File: src/rtl/rtc_pkg.sv
package rtc_pkg;
  localparam int NUM_ALARM = 2;

  localparam logic [7:0] A_COUNT   = 8'h00;
  localparam logic [7:0] A_ALARM0  = 8'h04;
  localparam logic [7:0] A_STATUS  = 8'h08;
  localparam logic [7:0] A_DIVIDER = 8'h0C;
  localparam logic [7:0] A_ALARM1  = 8'h18;
  localparam logic [7:0] A_CLKSEL  = 8'h1C;
  localparam logic [7:0] A_SCRATCH = 8'h40;

  localparam logic [1:0] CLK_RUN   = 2'b11;

  localparam int B_TICK_EV = 1;
  localparam int B_TICK_EN = 3;

  function automatic int alarm_ev_bit(input int idx);
    return 4 * idx;
  endfunction

  function automatic int alarm_en_bit(input int idx);
    return 4 * idx + 2;
  endfunction
endpackage

File: src/rtl/rtc_prescaler.sv
module rtc_prescaler #(
  parameter int DIV_W = 16
) (
  input  logic             clk,
  input  logic             rst_n,
  input  logic             run,
  input  logic             slow_pulse,
  input  logic             restart,
  input  logic [DIV_W-1:0] div,
  output logic             tick
);
  localparam int PC_W = DIV_W + 1;

  logic [PC_W-1:0] pc;
  logic [PC_W-1:0] limit;

  assign limit = {div, 1'b1};
  assign tick  = run && slow_pulse && !restart && (pc == limit);

  always_ff @(posedge clk or negedge rst_n) begin
    if (!rst_n) begin
      pc <= '0;
    end else if (restart) begin
      pc <= '0;
    end else if (run && slow_pulse) begin
      pc <= tick ? '0 : pc + 1'b1;
    end
  end

  p_pc_bound_r11: assert property (@(posedge clk) disable iff (!rst_n)
    pc <= limit);
  p_idle_no_tick_r3: assert property (@(posedge clk) disable iff (!rst_n)
    !run |=> $stable(pc));
  p_tick_needs_strobe_r2: assert property (@(posedge clk) disable iff (!rst_n)
    tick |-> slow_pulse);
endmodule

File: src/rtl/rtc_counter.sv
module rtc_counter #(
  parameter int W = 32
) (
  input  logic         clk,
  input  logic         rst_n,
  input  logic         tick,
  input  logic         load,
  input  logic [W-1:0] load_val,
  output logic [W-1:0] cnt
);
  always_ff @(posedge clk or negedge rst_n) begin
    if (!rst_n)    cnt <= '0;
    else if (load) cnt <= load_val;
    else if (tick) cnt <= cnt + 1'b1;
  end

  p_load_wins_r4: assert property (@(posedge clk) disable iff (!rst_n)
    load |=> cnt == $past(load_val));
  p_hold_r3: assert property (@(posedge clk) disable iff (!rst_n)
    (!load && !tick) |=> $stable(cnt));
  p_wrap_r5: assert property (@(posedge clk) disable iff (!rst_n)
    (tick && !load && (&cnt)) |=> cnt == '0);
endmodule

File: src/rtl/rtc_events.sv
module rtc_events
  import rtc_pkg::*;
#(
  parameter int W = 32
) (
  input  logic                          clk,
  input  logic                          rst_n,
  input  logic                          tick,
  input  logic                          cnt_load,
  input  logic [W-1:0]                  cnt,
  input  logic [NUM_ALARM-1:0][W-1:0]   alarm,
  input  logic                          st_wr,
  input  logic [7:0]                    st_wdata,
  output logic [7:0]                    status,
  output logic                          irq
);
  logic [W-1:0]         nxt;
  logic [NUM_ALARM-1:0] hit, ev_al, en_al;
  logic                 ev_tick, en_tick;

  assign nxt = cnt + 1'b1;

  for (genvar i = 0; i < NUM_ALARM; i++) begin : g_alarm
    localparam int EVB = alarm_ev_bit(i);
    localparam int ENB = alarm_en_bit(i);
    assign hit[i] = tick && !cnt_load && (nxt == alarm[i]);

    always_ff @(posedge clk or negedge rst_n) begin
      if (!rst_n) begin
        ev_al[i] <= 1'b0;
        en_al[i] <= 1'b0;
      end else begin
        if (hit[i] && en_al[i])         ev_al[i] <= 1'b1;
        else if (st_wr && st_wdata[EVB]) ev_al[i] <= 1'b0;
        if (st_wr) en_al[i] <= st_wdata[ENB];
      end
    end

    p_alarm_needs_en_r6: assert property (@(posedge clk) disable iff (!rst_n)
      $rose(ev_al[i]) |-> $past(en_al[i]));
    p_alarm_w1c_r7: assert property (@(posedge clk) disable iff (!rst_n)
      (st_wr && st_wdata[EVB] && !hit[i]) |=> !ev_al[i]);
  end

  always_ff @(posedge clk or negedge rst_n) begin
    if (!rst_n) begin
      ev_tick <= 1'b0;
      en_tick <= 1'b0;
    end else begin
      if (tick)                              ev_tick <= 1'b1;
      else if (st_wr && st_wdata[B_TICK_EV]) ev_tick <= 1'b0;
      if (st_wr) en_tick <= st_wdata[B_TICK_EN];
    end
  end

  always_comb begin
    status            = '0;
    status[B_TICK_EV] = ev_tick;
    status[B_TICK_EN] = en_tick;
    for (int i = 0; i < NUM_ALARM; i++) begin
      status[alarm_ev_bit(i)] = ev_al[i];
      status[alarm_en_bit(i)] = en_al[i];
    end
  end

  assign irq = (ev_tick && en_tick) || (|(ev_al & en_al));

  p_tick_sets_r8: assert property (@(posedge clk) disable iff (!rst_n)
    tick |=> ev_tick);
  p_irq_quiet_r9: assert property (@(posedge clk) disable iff (!rst_n)
    (!en_tick && (en_al == '0)) |-> !irq);
endmodule

File: src/rtl/rtc_timer.sv
module rtc_timer
  import rtc_pkg::*;
#(
  parameter int W      = 32,
  parameter int DIV_W  = 16,
  parameter int ADDR_W = 8
) (
  input  logic              clk,
  input  logic              rst_n,
  input  logic              slow_pulse,
  input  logic              host_wr,
  input  logic [ADDR_W-1:0] host_addr,
  input  logic [W-1:0]      host_wdata,
  output logic [W-1:0]      host_rdata,
  output logic              irq
);
  logic [W-1:0]                  cnt, scratch;
  logic [NUM_ALARM-1:0][W-1:0]   alarm;
  logic [DIV_W-1:0]              div;
  logic [1:0]                    clksel;
  logic [7:0]                    status;
  logic                          tick, run;
  logic                          wr_cnt, wr_st, wr_div, wr_sel, wr_scr;
  logic [NUM_ALARM-1:0]          wr_al;

  assign wr_cnt   = host_wr && (host_addr == ADDR_W'(A_COUNT));
  assign wr_st    = host_wr && (host_addr == ADDR_W'(A_STATUS));
  assign wr_div   = host_wr && (host_addr == ADDR_W'(A_DIVIDER));
  assign wr_sel   = host_wr && (host_addr == ADDR_W'(A_CLKSEL));
  assign wr_scr   = host_wr && (host_addr == ADDR_W'(A_SCRATCH));
  assign wr_al[0] = host_wr && (host_addr == ADDR_W'(A_ALARM0));
  assign wr_al[1] = host_wr && (host_addr == ADDR_W'(A_ALARM1));
  assign run      = (clksel == CLK_RUN);

  always_ff @(posedge clk or negedge rst_n) begin
    if (!rst_n) begin
      div     <= '0;
      clksel  <= '0;
      scratch <= '0;
      alarm   <= '0;
    end else begin
      if (wr_div) div     <= host_wdata[DIV_W-1:0];
      if (wr_sel) clksel  <= host_wdata[1:0];
      if (wr_scr) scratch <= host_wdata;
      for (int i = 0; i < NUM_ALARM; i++)
        if (wr_al[i]) alarm[i] <= host_wdata;
    end
  end

  rtc_prescaler #(.DIV_W(DIV_W)) u_pre (
    .clk(clk), .rst_n(rst_n), .run(run), .slow_pulse(slow_pulse),
    .restart(wr_div), .div(div), .tick(tick)
  );

  rtc_counter #(.W(W)) u_cnt (
    .clk(clk), .rst_n(rst_n), .tick(tick), .load(wr_cnt),
    .load_val(host_wdata), .cnt(cnt)
  );

  rtc_events #(.W(W)) u_ev (
    .clk(clk), .rst_n(rst_n), .tick(tick), .cnt_load(wr_cnt), .cnt(cnt),
    .alarm(alarm), .st_wr(wr_st), .st_wdata(host_wdata[7:0]),
    .status(status), .irq(irq)
  );

  always_comb begin
    case (host_addr)
      ADDR_W'(A_COUNT):   host_rdata = cnt;
      ADDR_W'(A_ALARM0):  host_rdata = alarm[0];
      ADDR_W'(A_STATUS):  host_rdata = W'(status);
      ADDR_W'(A_DIVIDER): host_rdata = W'(div);
      ADDR_W'(A_ALARM1):  host_rdata = alarm[1];
      ADDR_W'(A_CLKSEL):  host_rdata = W'(clksel);
      ADDR_W'(A_SCRATCH): host_rdata = scratch;
      default:            host_rdata = '0;
    endcase
  end

  p_scratch_keep_r10: assert property (@(posedge clk) disable iff (!rst_n)
    !wr_scr |=> $stable(scratch));
  p_sel_gate_r3: assert property (@(posedge clk) disable iff (!rst_n)
    (!run && !wr_cnt) |=> $stable(cnt));
endmodule

File: config.mk
export PLATFORM = sky130hd
export DESIGN_NAME = rtc_timer
export DESIGN_NICKNAME = d
export VERILOG_FILES = /design/src/rtl/rtc_pkg.sv /design/src/rtl/rtc_prescaler.sv /design/src/rtl/rtc_counter.sv /design/src/rtl/rtc_events.sv /design/src/rtl/rtc_timer.sv
export SDC_FILE = /design/constraint.sdc
export NUM_CORES = 1
export LEC_CHECK = 0
export BUFFER_PORTS_ARGS = -buffer_cell sky130_fd_sc_hd__buf_2
export CELL_PAD_IN_SITES_DETAIL_PLACEMENT = 0
export CELL_PAD_IN_SITES_GLOBAL_PLACEMENT = 1
export CORE_ASPECT_RATIO = 0.9
export CORE_MARGIN = 1
export CORE_UTILIZATION = 49
export DETAILED_ROUTE_END_ITERATION = 12
export PLACE_DENSITY = 0.89
export SKIP_LAST_GASP = 1
export SYNTH_ARGS = -nofsm -noshare
export SYNTH_HDL_FRONTEND = slang
export SYNTH_HIERARCHICAL = 1
export SYNTH_SLANG_ARGS = --single-unit
export TNS_END_PERCENT = 1
File: constraint.sdc
create_clock -name clk -period 3.6 [get_ports clk]
set_input_delay 0.36 -clock clk [delete_from_list [all_inputs] [get_ports clk]]
set_output_delay 0.36 -clock clk [all_outputs]
set_load 0.02 [all_outputs]
After elaboration in Yosys (flattened, before gate mapping)

Cells that the tools add are included.

Multiplexer cells: 12
Shift operators: 0
Magnitude comparators: 0
Reductions and logical operators: 29
Multipliers: 0
Divide/modulo/power cells: 0
Add/subtract/negate cells: 2
Eq/ne operators: 10
Bitwise operators: 1

Operators by type and width:

| kind                                                 | number |
|---|---|
| one-hot mux 32 bit (7 select lines)                  | 1 |
| equality test 32 bit                                 | 2 |
| 2-to-1 mux 32 bit                                    | 2 |
| 2-to-1 mux 17 bit                                    | 3 |
| adder 32 x 1 -> 32 bit (second input constant)       | 1 |
| logical AND 1 bit                                    | 19 |
| adder 17 x 1 -> 17 bit (second input constant)       | 1 |
| equality test 17 bit                                 | 1 |
| equality test 8 x 4 -> 1 bit (second input constant) | 2 |
| equality test 8 x 5 -> 1 bit (second input constant) | 2 |
| nonzero test 2 bit                                   | 5 |
| equality test 8 x 3 -> 1 bit (second input constant) | 1 |
| equality test 8 x 7 -> 1 bit (second input constant) | 1 |
| logical NOT 8 bit                                    | 1 |
| 2-to-1 mux 1 bit                                     | 6 |
| bitwise AND 2 bit                                    | 1 |
| equality test 2 bit (second input constant)          | 1 |
| logical NOT 1 bit                                    | 2 |
| OR reduction 2 bit                                   | 1 |
| logical OR 1 bit                                     | 1 |

Flip-flop bits (word level): 169
RAM bits: 0
Word-level logic and storage cells: 67
Memories kept: 0
Latch bits: 0
Output and inout port bits: 33
ROM bits: 0
Bits of input ports: 44

Logic depth before layout (Yosys ltp)

Gate-level depths: netlist of the first run.

Word-level depth: 9
Gate-level depth with buffers: 12

By module

The synthesis of the first run kept the hierarchy.

Modules (own cells, without submodules):

| module        | area an instance (sq um) | instances | cells an instance | seq. area each (sq um) |
|---|---|---|---|---|
| rtc_timer     | 5,584.1                  | 1         | 415               | 2,852.7 |
| rtc_events    | 2,182.1                  | 1         | 301               | 150.1 |
| rtc_counter   | 1,966.9                  | 1         | 219               | 800.8 |
| rtc_prescaler | 1,156.1                  | 1         | 134               | 425.4 |

Least setup slack after synthesis of the first run

OpenSTA, ideal clock, no wires.

Path kind: reg2reg
From: register u_pre.pc[8]
To: register u_cnt.cnt[19]
Path slack: 597 ps
Arrival: 2,922 ps
Setup time: 82 ps
Stages on the path, launching flop included: 11
Required time: 3,518 ps
Period minus slack after synthesis: 3,003 ps
Cells stage by stage: dfrtp_1 xor2_1 nor4_1 nand2_1 or4_1 nor2_1 and4_1 buf_6 nand4_4 or4_1 a31oi_1

Longest elaborated chain between the ends: 3

Ends and longest elaborated chain:

| what                         | RTL line            | RTL |
|---|---|---|
| start: declaration           | rtc_prescaler.sv:14 | `logic [PC_W-1:0] pc;` |
| start signal: assignment     | rtc_prescaler.sv:26 | `pc <= tick ? '0 : pc + 1'b1;` |
| equality test 17 bit         | rtc_prescaler.sv:18 | `assign tick = run && slow_pulse && !restart && (pc == limit);` |
| logical AND 1 bit            | rtc_prescaler.sv:18 |  |
| via tick                     | rtc_timer.sv:22     | `logic tick, run;` |
| nonzero test 2 bit (no line) | n/a                 |  |
| end signal: assignment       | rtc_counter.sv:13   | `else if (load) cnt <= load_val;` |
| end signal: assignment       | rtc_counter.sv:14   | `else if (tick) cnt <= cnt + 1'b1;` |
| end: declaration             | rtc_counter.sv:9    | `output logic [W-1:0] cnt` |

The timed path passes the listed nets, and every way through them passes these cells.
A chain may end at the register's enable or synchronous reset.

Worst setup path after layout of the first run

From: register u_cnt.cnt[1]
To: register u_ev.ev_al[1] (netlist: u_ev/status[4])

Longest elaborated chain between the ends: 5
Elaborated cells between the ends (all ways): 6
Those cells by class: add/sub: 1; eq/ne: 1; mux: 1; reduce/logical: 3

Ends and longest elaborated chain:

| what                                                   | RTL line         | RTL |
|---|---|---|
| adder 32 x 1 -> 32 bit *                               | rtc_events.sv:21 | `assign nxt = cnt + 1'b1;` |
| equality test 32 bit *                                 | rtc_events.sv:26 | `assign hit[i] = tick && !cnt_load && (nxt == alarm[i]);` |
| logical AND 1 bit *                                    | rtc_events.sv:26 |  |
| logical AND 1 bit *                                    | rtc_events.sv:33 | `if (hit[i] && en_al[i]) ev_al[i] <= 1'b1;` |
| 2-to-1 mux 1 bit or nonzero test 2 bit (tied branches) | n/a              |  |
| end signal: indexed assignment                         | rtc_events.sv:30 | `ev_al[i] <= 1'b0;` |
| end signal: indexed assignment                         | rtc_events.sv:33 |  |
| end signal: indexed assignment                         | rtc_events.sv:34 | `else if (st_wr && st_wdata[EVB]) ev_al[i] <= 1'b0;` |
| end: declaration                                       | rtc_events.sv:18 | `logic [NUM_ALARM-1:0] hit, ev_al, en_al;` |

Every way passes the cells marked *; elsewhere a longest branch is shown, timed or not.

==> metrics.cfg, run 1 <==
[routing]
highest_layer = met4
via_count = 9365
drtIter0Drc = 933
drc_errors = 0
vias_per_cell = 6.49
met2WireLength_um = 15000
m1WireLength_um = 14800
first_pass_iters = 7
ant_nets = 0
routed_wl_um = 33200
wl_per_cell_um = 23.0
met3_length_um = 2700

[clocking]
cts-root-buf = clkbuf_16
htree_levels = 4
clock-sinks = 169
path_clk_slew_ns = 0.08
cts_hold_buffers = 0
numCtsBuffers = 17
cts_setup_buffers = 0
cts_tree = done
clock_path_buffers = 2
clock_latency_ns = 0.44

[setup_path]
worstSetupPathType = flip-flop to flip-flop
crit_chain = ha_2 -> nand4_1 -> or3_1 -> or4b_4 -> xnor2_4 -> xnor2_1 -> nor4_2 -> nand4_1 -> o31ai_2
worstPathMaxFanout = 8
crit_path_end_kind = flip-flop
critical_path_arrival_ns = 3.73
critical_path.max_stage_delay_ns = 0.56
cp.required_ns = 3.95
timing.critical_path.mode_cell = nand4_1
cp_slowest_cell = or4b_4
cp_top_family = simple AND/OR/NAND/NOR gates
start_kind = flip-flop
rrSetupSlack_ns = 0.22
path_buf_inv = 0

[power]
fin_total_pwr_mw = 4.55
leakage_nw = 5.50
ir_worst_vdd_mv = 0.276
powerDensity_mw_per_mm2 = 371

[logic_synthesis]
ys_ff_latch = 169
avgSynthCellArea_um2 = 10.2
syn_inst = 1069
yosysSeqAreaShare = 0.388
synth_cell_type_count = 77
synth_enable_flop_cells = 0
ys_async_sr_fraction = 1.00
synth_top_flop_cell = dfrtp_1
yosys_warnings = 6
syn_area_mm2 = 0.0109

[sta]
fin_crit_ns = 3.38
hold_viol = 25
whs_ns = -0.0367
rsz0062_at_grt = no
worst-slew-pin-transition_ns = 1.17
finalMaxSlewViolations = 0
setup_viol = 0
finClkSkew_ns = 0.0115
fmaxAchievable_mhz = 296
fin_crit_sh = 0.940
slew_headroom = 0.219
fin_setup_tns_ns = 0

[placement]
place.detailed.hpwl_um = 23800
numPortBuffers = 76
place_inst = 1410
gp_congestion = 0.960

[final_layout]
most-common-layout-cells = dfrtp_1, mux2_2, buf_2
num_antenna_cells = 0
multi_input_area_mm2 = 0.00628
fillers = 1903
syn_to_final_growth_pct = 12.4
layout_commonest_cell = dfrtp_1
fin_nets = 1185
regArea_mm2 = 0.00423
drive_gt1_frac = 0.235
final_cell_count_no_fill = 1442

[die]
io-pin-count = 77
start_util = 0.502
num_rows = 51
die_h_um = 143
fp.coreArea_mm2 = 0.0217
die_w_um = 159
die-area_mm2 = 0.0228

[job]
maxCapViolCount = 0

[grt]
grt_pass1_vias = 8846
overflow = 0
grt_max_degree = 81
grt_antenna_before_repair = 0
grt_usage = 0.295
grt_pass1_wl_um = 51700

[outcome]
violations = negative hold slack
status = complete, but fails checks

[worst_hold_path]
hold_path_class = input pin to asynchronous set/reset pin

==> sequential cells by signal (all words and copies together) (netlist names) <==
register,count
u_ev/en_tick,1
u_ev/status,4
div,16
alarm,64
clksel,2
u_cnt/cnt,32
scratch,32
u_pre/pc,17
u_ev/ev_tick,1
==> worst reg2reg max path, delay by kind of cell (launching register included) <==
kind,cells,cell delay [ns]
AOI/OAI and AO/OA,1,0.19
DFF,1,0.51
adders and majority gates,1,0.35
and+or+nand+nor,5,1.92
xor gates and xnor gates,2,0.33
==> final timing paths <==
path,start,endpoint,cells after the start
min in group clk,host_wdata[20],alarm[20],2
worst min-delay path,rst_n,u_ev/status[2],1
worst min register to register,scratch[12],scratch[12],1
worst max-delay path,u_cnt/cnt[1],u_ev/status[4],9
max in group asynchronous,rst_n,u_cnt/cnt[13],2
worst max register to register,u_cnt/cnt[1],u_ev/status[4],9
==> layer usage <==
metal | track usage | up-vias
met5 | 0 | -
met4 | 0.0881 | 0
met3 | 0.0534 | 55
met2 | 0.456 | 446
met1 | 0.420 | 4703
li1 | - | 4161
==> stage by stage <==
stage | cell area [um^2] | hold slack (ns) | util | worst slack, ns
floorplan | 10900 | 0.0644 | - | 0.597
global placement | 11600 | 0.468 | 0.536 | 0.0941
detailed placement | 11600 | 0.464 | 0.536 | 0.0216
CTS | 12200 | 0.00583 | 0.564 | 0.0138
global route | 12200 | 0.0380 | 0.564 | 0.0747
finish | 12200 | -0.0367 | 0.564 | 0.216
==> cell families after synthesis <==
logic type / Yosys count / synth area share
simple gates: 382 / 0.203
flops: 169 / 0.388
mux: 160 / 0.167
compound gates: 151 / 0.102
xor+xnor: 119 / 0.0974
buf+inv: 84 / 0.0372
fa+ha+maj: 3 / 0.00345
other cells: 1 / 0.000344
==> layout make-up <==
class	instances	share of cell area
Tap cell	291	0.0297
Multi-Input combinational cell	817	0.513
Clock inverter	13	0.0128
Sequential cell	169	0.346
Timing Repair Buffer	120	0.0586
Clock buffer	19	0.0362
Inverter	13	0.00399
==> cells in the mapped netlist (4+ instances only) <==
cell / number / area (um^2)
nand4_1: 37 / 231
nor2_1: 56 / 210
and3_1: 25 / 156
nand3_1: 60 / 300
dfrtp_1: 169 / 4230
o22ai_1: 5 / 31.3
a221o_1: 20 / 200
xnor2_1: 63 / 552
nand2_1: 59 / 221
xor2_1: 55 / 482
o21ai_0: 30 / 150
a21oi_1: 8 / 40.0
inv_1: 13 / 48.8
a32oi_1: 8 / 70.1
clkbuf_1: 26 / 97.6
buf_2: 30 / 150
and4_1: 7 / 61.3
and2_1: 9 / 56.3
nand2b_1: 5 / 31.3
buf_4: 10 / 75.1
mux2_2: 83 / 935
nor3b_1: 7 / 52.6
mux4_2: 5 / 113
nor2b_1: 10 / 62.6
mux2_1: 43 / 484
a31oi_1: 21 / 131
o211ai_1: 5 / 37.5
o31ai_1: 11 / 82.6
nor4_1: 21 / 131
or3_1: 7 / 43.8
nand3b_1: 4 / 30.0
o221ai_1: 10 / 87.6
or4_1: 15 / 113
mux2i_1: 29 / 290
nor3_1: 31 / 155
a22oi_1: 9 / 67.6
==> where the power goes <==
group	internal, mW	switching, mW	leakage (nW)	total [mW]
sequential	1.98	0.119	2.31	2.10
clock	1.06	0.848	0.293	1.91
combinational	0.225	0.310	2.89	0.535
==> what timing repair did <==
action | in CTS | in global routing
endpoints found under the setup margin | 0 | 3
gates resized for setup | 0 | 4
endpoints found under the hold margin | 0 | 0
(Power assumes the default switching activity.)
==> run 2, diff against run 1 <==
--- a/config.mk
+++ b/config.mk
@@ -8,7 +8,6 @@
 export BUFFER_PORTS_ARGS = -buffer_cell sky130_fd_sc_hd__buf_2
 export CELL_PAD_IN_SITES_DETAIL_PLACEMENT = 0
 export CELL_PAD_IN_SITES_GLOBAL_PLACEMENT = 1
-export CORE_ASPECT_RATIO = 0.9
 export CORE_MARGIN = 1
 export CORE_UTILIZATION = 49
 export DETAILED_ROUTE_END_ITERATION = 12
==> metrics.cfg, run 2 (synthesized netlist as in run 1, its figures left out) <==
[outcome]
status = complete, no violations

[routing]
drc_errors = 0
via_count = 9135
wl_per_cell_um = 22.6
first_pass_iters = 8
routed_wl_um = 32100
ant_nets = 0
drtIter0Drc = 843
vias_per_cell = 6.42

[die]
num_rows = 54
die-area_mm2 = 0.0228
fp.coreArea_mm2 = 0.0218
io-pin-count = 77
die_w_um = 151
die_h_um = 151
start_util = 0.499

[worst_hold_path]
hold_path_class = input pin to flip-flop
hold_start = host_wdata[28]

[placement]
gp_congestion = 0.959
place_inst = 1391
place_ws_ns = 0.304
numPortBuffers = 76
place.detailed.hpwl_um = 22800

[setup_path]
critical_path_arrival_ns = 3.72
worstPathMaxFanout = 18
rrSetupSlack_ns = 0.23
worstSetupPathType = flip-flop to flip-flop
crit_path_end_kind = flip-flop
start_kind = flip-flop
cp.required_ns = 3.95
worstSetupStartpoint = u_pre/pc[8]
r2r_start = u_pre/pc[8]

[grt]
grt_usage = 0.294
met2_usage = 0.466
overflow = 0
grt_max_degree = 63
grt_pass1_vias = 8746
use_met1 = 0.407
grt_antenna_before_repair = 0
top_usage_layer = met2
grt_pass1_wl_um = 50400
met3_usage = 0.0497

[final_layout]
drive_gt1_frac = 0.225
largest_reg_flops = 64
top_regs = alarm (64), scratch (32), u_cnt/cnt (32)
syn_to_final_growth_pct = 11.7
regMostFlops = alarm
most-common-layout-cells = dfrtp_1, mux2_2, buf_2
fin_nets = 1178
multi_input_area_mm2 = 0.00627
final_cell_count_no_fill = 1423
regArea_mm2 = 0.00423
fillers = 1932
num_antenna_cells = 0
layout_commonest_cell = dfrtp_1

[power]
leakage_nw = 5.47
switchingPower_mw = 1.20
fin_total_pwr_mw = 4.51
pwr-share-clk = 0.420
p_int_mw = 3.31
combPwrFrac = 0.114
ir_worst_vdd_mv = 0.285
p_seq_frac = 0.467
swShare = 0.267
powerDensity_mw_per_mm2 = 371

[sta]
setup_viol = 0
timing.final.ws_setup_ns = 0.226
fmaxAchievable_mhz = 296
slew_headroom = 0.290
worst-slew-pin-transition_ns = 1.06
finalMaxSlewViolations = 0
fin_crit_ns = 3.37
fin_setup_tns_ns = 0
rsz0062_at_grt = no
hold_viol = 0
fin_crit_sh = 0.937
finClkSkew_ns = 0.0118

[clocking]
clock-sinks = 169
cts_tree = done
clock_path_buffers = 2
htree_levels = 4
clock_latency_ns = 0.43
path_clk_slew_ns = 0.07
numCtsBuffers = 17
cts-root-buf = clkbuf_16
cts_resized = 0

[job]
maxCapViolCount = 0

==> run 2: cell count changes in the layout (fill, tap and decap cells not counted), moves of 2 or more <==
cell,before,now
inv_6,5,2
nor4_2,4,2
nor4_1,19,21
inv_8,2,0
clkinv_2,1,5
buf_4,44,35
==> run 2: area by class of cell <==
cell class	count	share of cell area
tap	280	0.0288
multi-input combinational	817	0.515
inverter	13	0.00401
sequential	169	0.348
timing repair buffer	113	0.0558
clock buffer	19	0.0364
clock inverter	12	0.0122
==> run 2: per-stage QoR <==
stage | cell area [um^2] | util | hold slack [ns]
floorplan | 10900 | - | 0.0644
global placement | 11600 | 0.530 | 0.366
detailed placement | 11600 | 0.530 | 0.357
CTS | 12200 | 0.558 | 0.178
global route | 12200 | 0.558 | 0.181
finish | 12200 | 0.558 | 0.193
==> run 2: critical path, cell delays in order (launching register included) <==
cell and delay [ns]:
dfrtp_1 0.45, xor2_1 0.19, nor4_1 0.38, nand2_1 0.08
or4_1 0.52, nor2_1 0.35, and3_1 0.36, nand3_4 0.26
or4_1 0.54, a31oi_1 0.17
==> run 2: worst paths after layout <==
check | end | cells after the start
max | u_cnt/cnt[24] | 9
min | alarm[28] | 2
max reg2reg | u_cnt/cnt[24] | 9
min reg2reg | scratch[10] | 1
max in group asynchronous | u_cnt/cnt[8] | 3
min in group asynchronous | alarm[27] | 2
==> run 2: power by group through the flow <==
stage	combinational, mW	clock, mW	sequential [mW]
floorplan	0.318	0	2.10
detailed placement	0.503	0	2.14
finish	0.512	1.89	2.10
global placement	0.499	0	2.13
CTS	0.508	1.92	2.10
global route	0.555	1.99	2.12
==> run 2: metal layers <==
| layer | vias to the layer above | wire [um] |
|---|---|---|
| met5 | - | 0 |
| met4 | 0 | 757 |
| met3 | 61 | 2270 |
| met2 | 404 | 15100 |
| met1 | 4532 | 14000 |
| li1 | 4138 | - |
==> run 2: timing repair <==
action                    in CTS  in global routing
hold endpoints to repair      54                  0
setup buffers                  0                  0
hold buffers                   1                  0
==> run 3, diff against run 2 <==
--- a/config.mk
+++ b/config.mk
@@ -9,9 +9,10 @@
 export CELL_PAD_IN_SITES_DETAIL_PLACEMENT = 0
 export CELL_PAD_IN_SITES_GLOBAL_PLACEMENT = 1
 export CORE_MARGIN = 1
-export CORE_UTILIZATION = 49
+export CORE_UTILIZATION = 40
 export DETAILED_ROUTE_END_ITERATION = 12
-export PLACE_DENSITY = 0.89
+export PLACE_DENSITY = 0.77
+export SETUP_SLACK_MARGIN = 0.5
 export SKIP_LAST_GASP = 1
 export SYNTH_ARGS = -nofsm -noshare
 export SYNTH_HDL_FRONTEND = slang
==> metrics.cfg, run 3 (synthesized netlist as in run 1, its figures left out) <==
[sta]
fin_setup_tns_ns = 0
worst-slew-pin-transition_ns = 0.893
setup_viol = 0
fin_crit_ns = 3.02
timing.final.ws_setup_ns = 0.580
slew_headroom = 0.405
fmaxAchievable_mhz = 331
hold_viol = 0
finClkSkew_ns = 0.0147
finalMaxSlewViolations = 0
fin_crit_sh = 0.839
rsz0062_at_grt = yes

[clocking]
htree_levels = 4
clock-sinks = 169
cts-root-buf = clkbuf_16
clock_path_buffers = 2
path_clk_slew_ns = 0.07
numCtsBuffers = 17
clock_latency_ns = 0.44
cts_tree = done

[grt]
grt_antenna_before_repair = 0
grt_pass1_wl_um = 52500
overflow = 0
grt_pass1_vias = 8946
grt_max_degree = 69
grt_usage = 0.245

[die]
die-area_mm2 = 0.0279
start_util = 0.406
fp.coreArea_mm2 = 0.0268
die_w_um = 167
io-pin-count = 77
num_rows = 60
die_h_um = 167

[setup_path]
rrSetupSlack_ns = 0.58
r2r_cells = 9
r2r_start = u_cnt/cnt[1]
crit_path_end_kind = flip-flop
critical_path_arrival_ns = 3.37
worstSetupPathType = flip-flop to flip-flop
worstPathMaxFanout = 8
cp.required_ns = 3.95
reg2reg_to = u_ev/status[4]
start_kind = flip-flop

[final_layout]
top_regs = alarm (64), scratch (32), u_cnt/cnt (32)
most-common-layout-cells = dfrtp_1, mux2_2, buf_2
fillers = 2515
fin_nets = 1199
largest_reg_flops = 64
syn_to_final_growth_pct = 14.9
regArea_mm2 = 0.00424
num_antenna_cells = 0
layout_commonest_cell = dfrtp_1
multi_input_area_mm2 = 0.00635
drive_gt1_frac = 0.258
regMostFlops = alarm

[routing]
routed_wl_um = 33700
ant_nets = 0
vias_per_cell = 6.07
wl_per_cell_um = 22.4
first_pass_iters = 5
via_count = 9139
drc_errors = 0
drtIter0Drc = 895

[placement]
numPortBuffers = 76
place_ws_ns = 0.251
place.detailed.hpwl_um = 24200
gp_congestion = 0.933

[power]
ir_worst_vdd_mv = 0.260
powerDensity_mw_per_mm2 = 364
leakage_nw = 5.56

[worst_hold_path]
hold_start = host_wdata[22]
hold_end = alarm[22]
hold_path_class = input pin to flip-flop
min_path_cells = 2

[outcome]
status = complete, no violations

[job]
maxCapViolCount = 0

run 3: changes by cell type in the layout (fill, tap and decap cells not counted), sizes merged:
cell      change
buf          +20
inv           +4
bufinv        -2
clkbuf        -2
clkinv        +2
clkinvlp      -1
nand3         +1
run 3: layout make-up:
cell class / instances / share of cell area
Tap cell: 341 / 0.0341
Multi-Input combinational cell: 818 / 0.508
Timing Repair Buffer: 133 / 0.0666
Clock buffer: 17 / 0.0340
Sequential cell: 169 / 0.339
Inverter: 13 / 0.00390
Clock inverter: 15 / 0.0144
run 3: per-layer routing:
layer | wire length (um) | track usage | up-vias
met1 | 15100 | 0.337 | 4578
met5 | 0 | 0 | -
li1 | - | - | 4185
met4 | 592 | 0.0636 | 0
met2 | 15800 | 0.393 | 331
met3 | 2220 | 0.0475 | 45
run 3: worst max-delay path by stage:
stage / to / slack (ns) / start
after global routing: u_cnt/cnt[27] / 0.44 / u_pre/pc[6]
after detailed placement: u_ev/status[4] / 0.25 / u_cnt/cnt[0]
after global placement: u_ev/status[4] / 0.27 / u_cnt/cnt[0]
after floorplan: u_cnt/cnt[19] / 0.60 / u_pre/pc[8]
final: u_ev/status[4] / 0.58 / u_cnt/cnt[1]
after CTS: u_ev/status[4] / 0.47 / u_cnt/cnt[1]
run 3: repair_timing:
| item | CTS | global route |
|---|---|---|
| gates resized for setup | 7 | 19 |
| gates cloned | 0 | 1 |
| setup endpoints to repair | 19 | 22 |
| hold endpoints to repair | 65 | 0 |
| pin swaps | 0 | 9 |
| setup buffers | 4 | 13 |
| hold buffers | 1 | 0 |
run 3: through the flow:
step	std cells	hold WS, ns	util	instance area, um^2	power [mW]
6_report	1506	0.179	0.467	12500	4.55
4_1_cts	1492	0.170	0.460	12300	4.55
3_3_place_gp	1455	0.431	0.435	11700	2.65
5_1_grt	1506	0.185	0.467	12500	4.72
3_5_place_dp	1455	0.428	0.435	11700	2.66
2_1_floorplan	1070	0.0644	-	10900	2.41
run 3: power breakdown:
group	internal, mW	switching, mW	leakage (nW)
clock	0.997	0.906	0.297
combinational	0.232	0.318	2.97
sequential	1.98	0.116	2.30
run 3: worst max-delay path, cell delays in order (launching register included):
cell and delay (ns):
dfrtp_2 0.46, ha_4 0.21, nand4_1 0.21, or3_4 0.44, or4b_4 0.54, xnor2_4 0.16
xnor2_1 0.13, nor4_1 0.42, nand4_1 0.17, o31ai_2 0.20
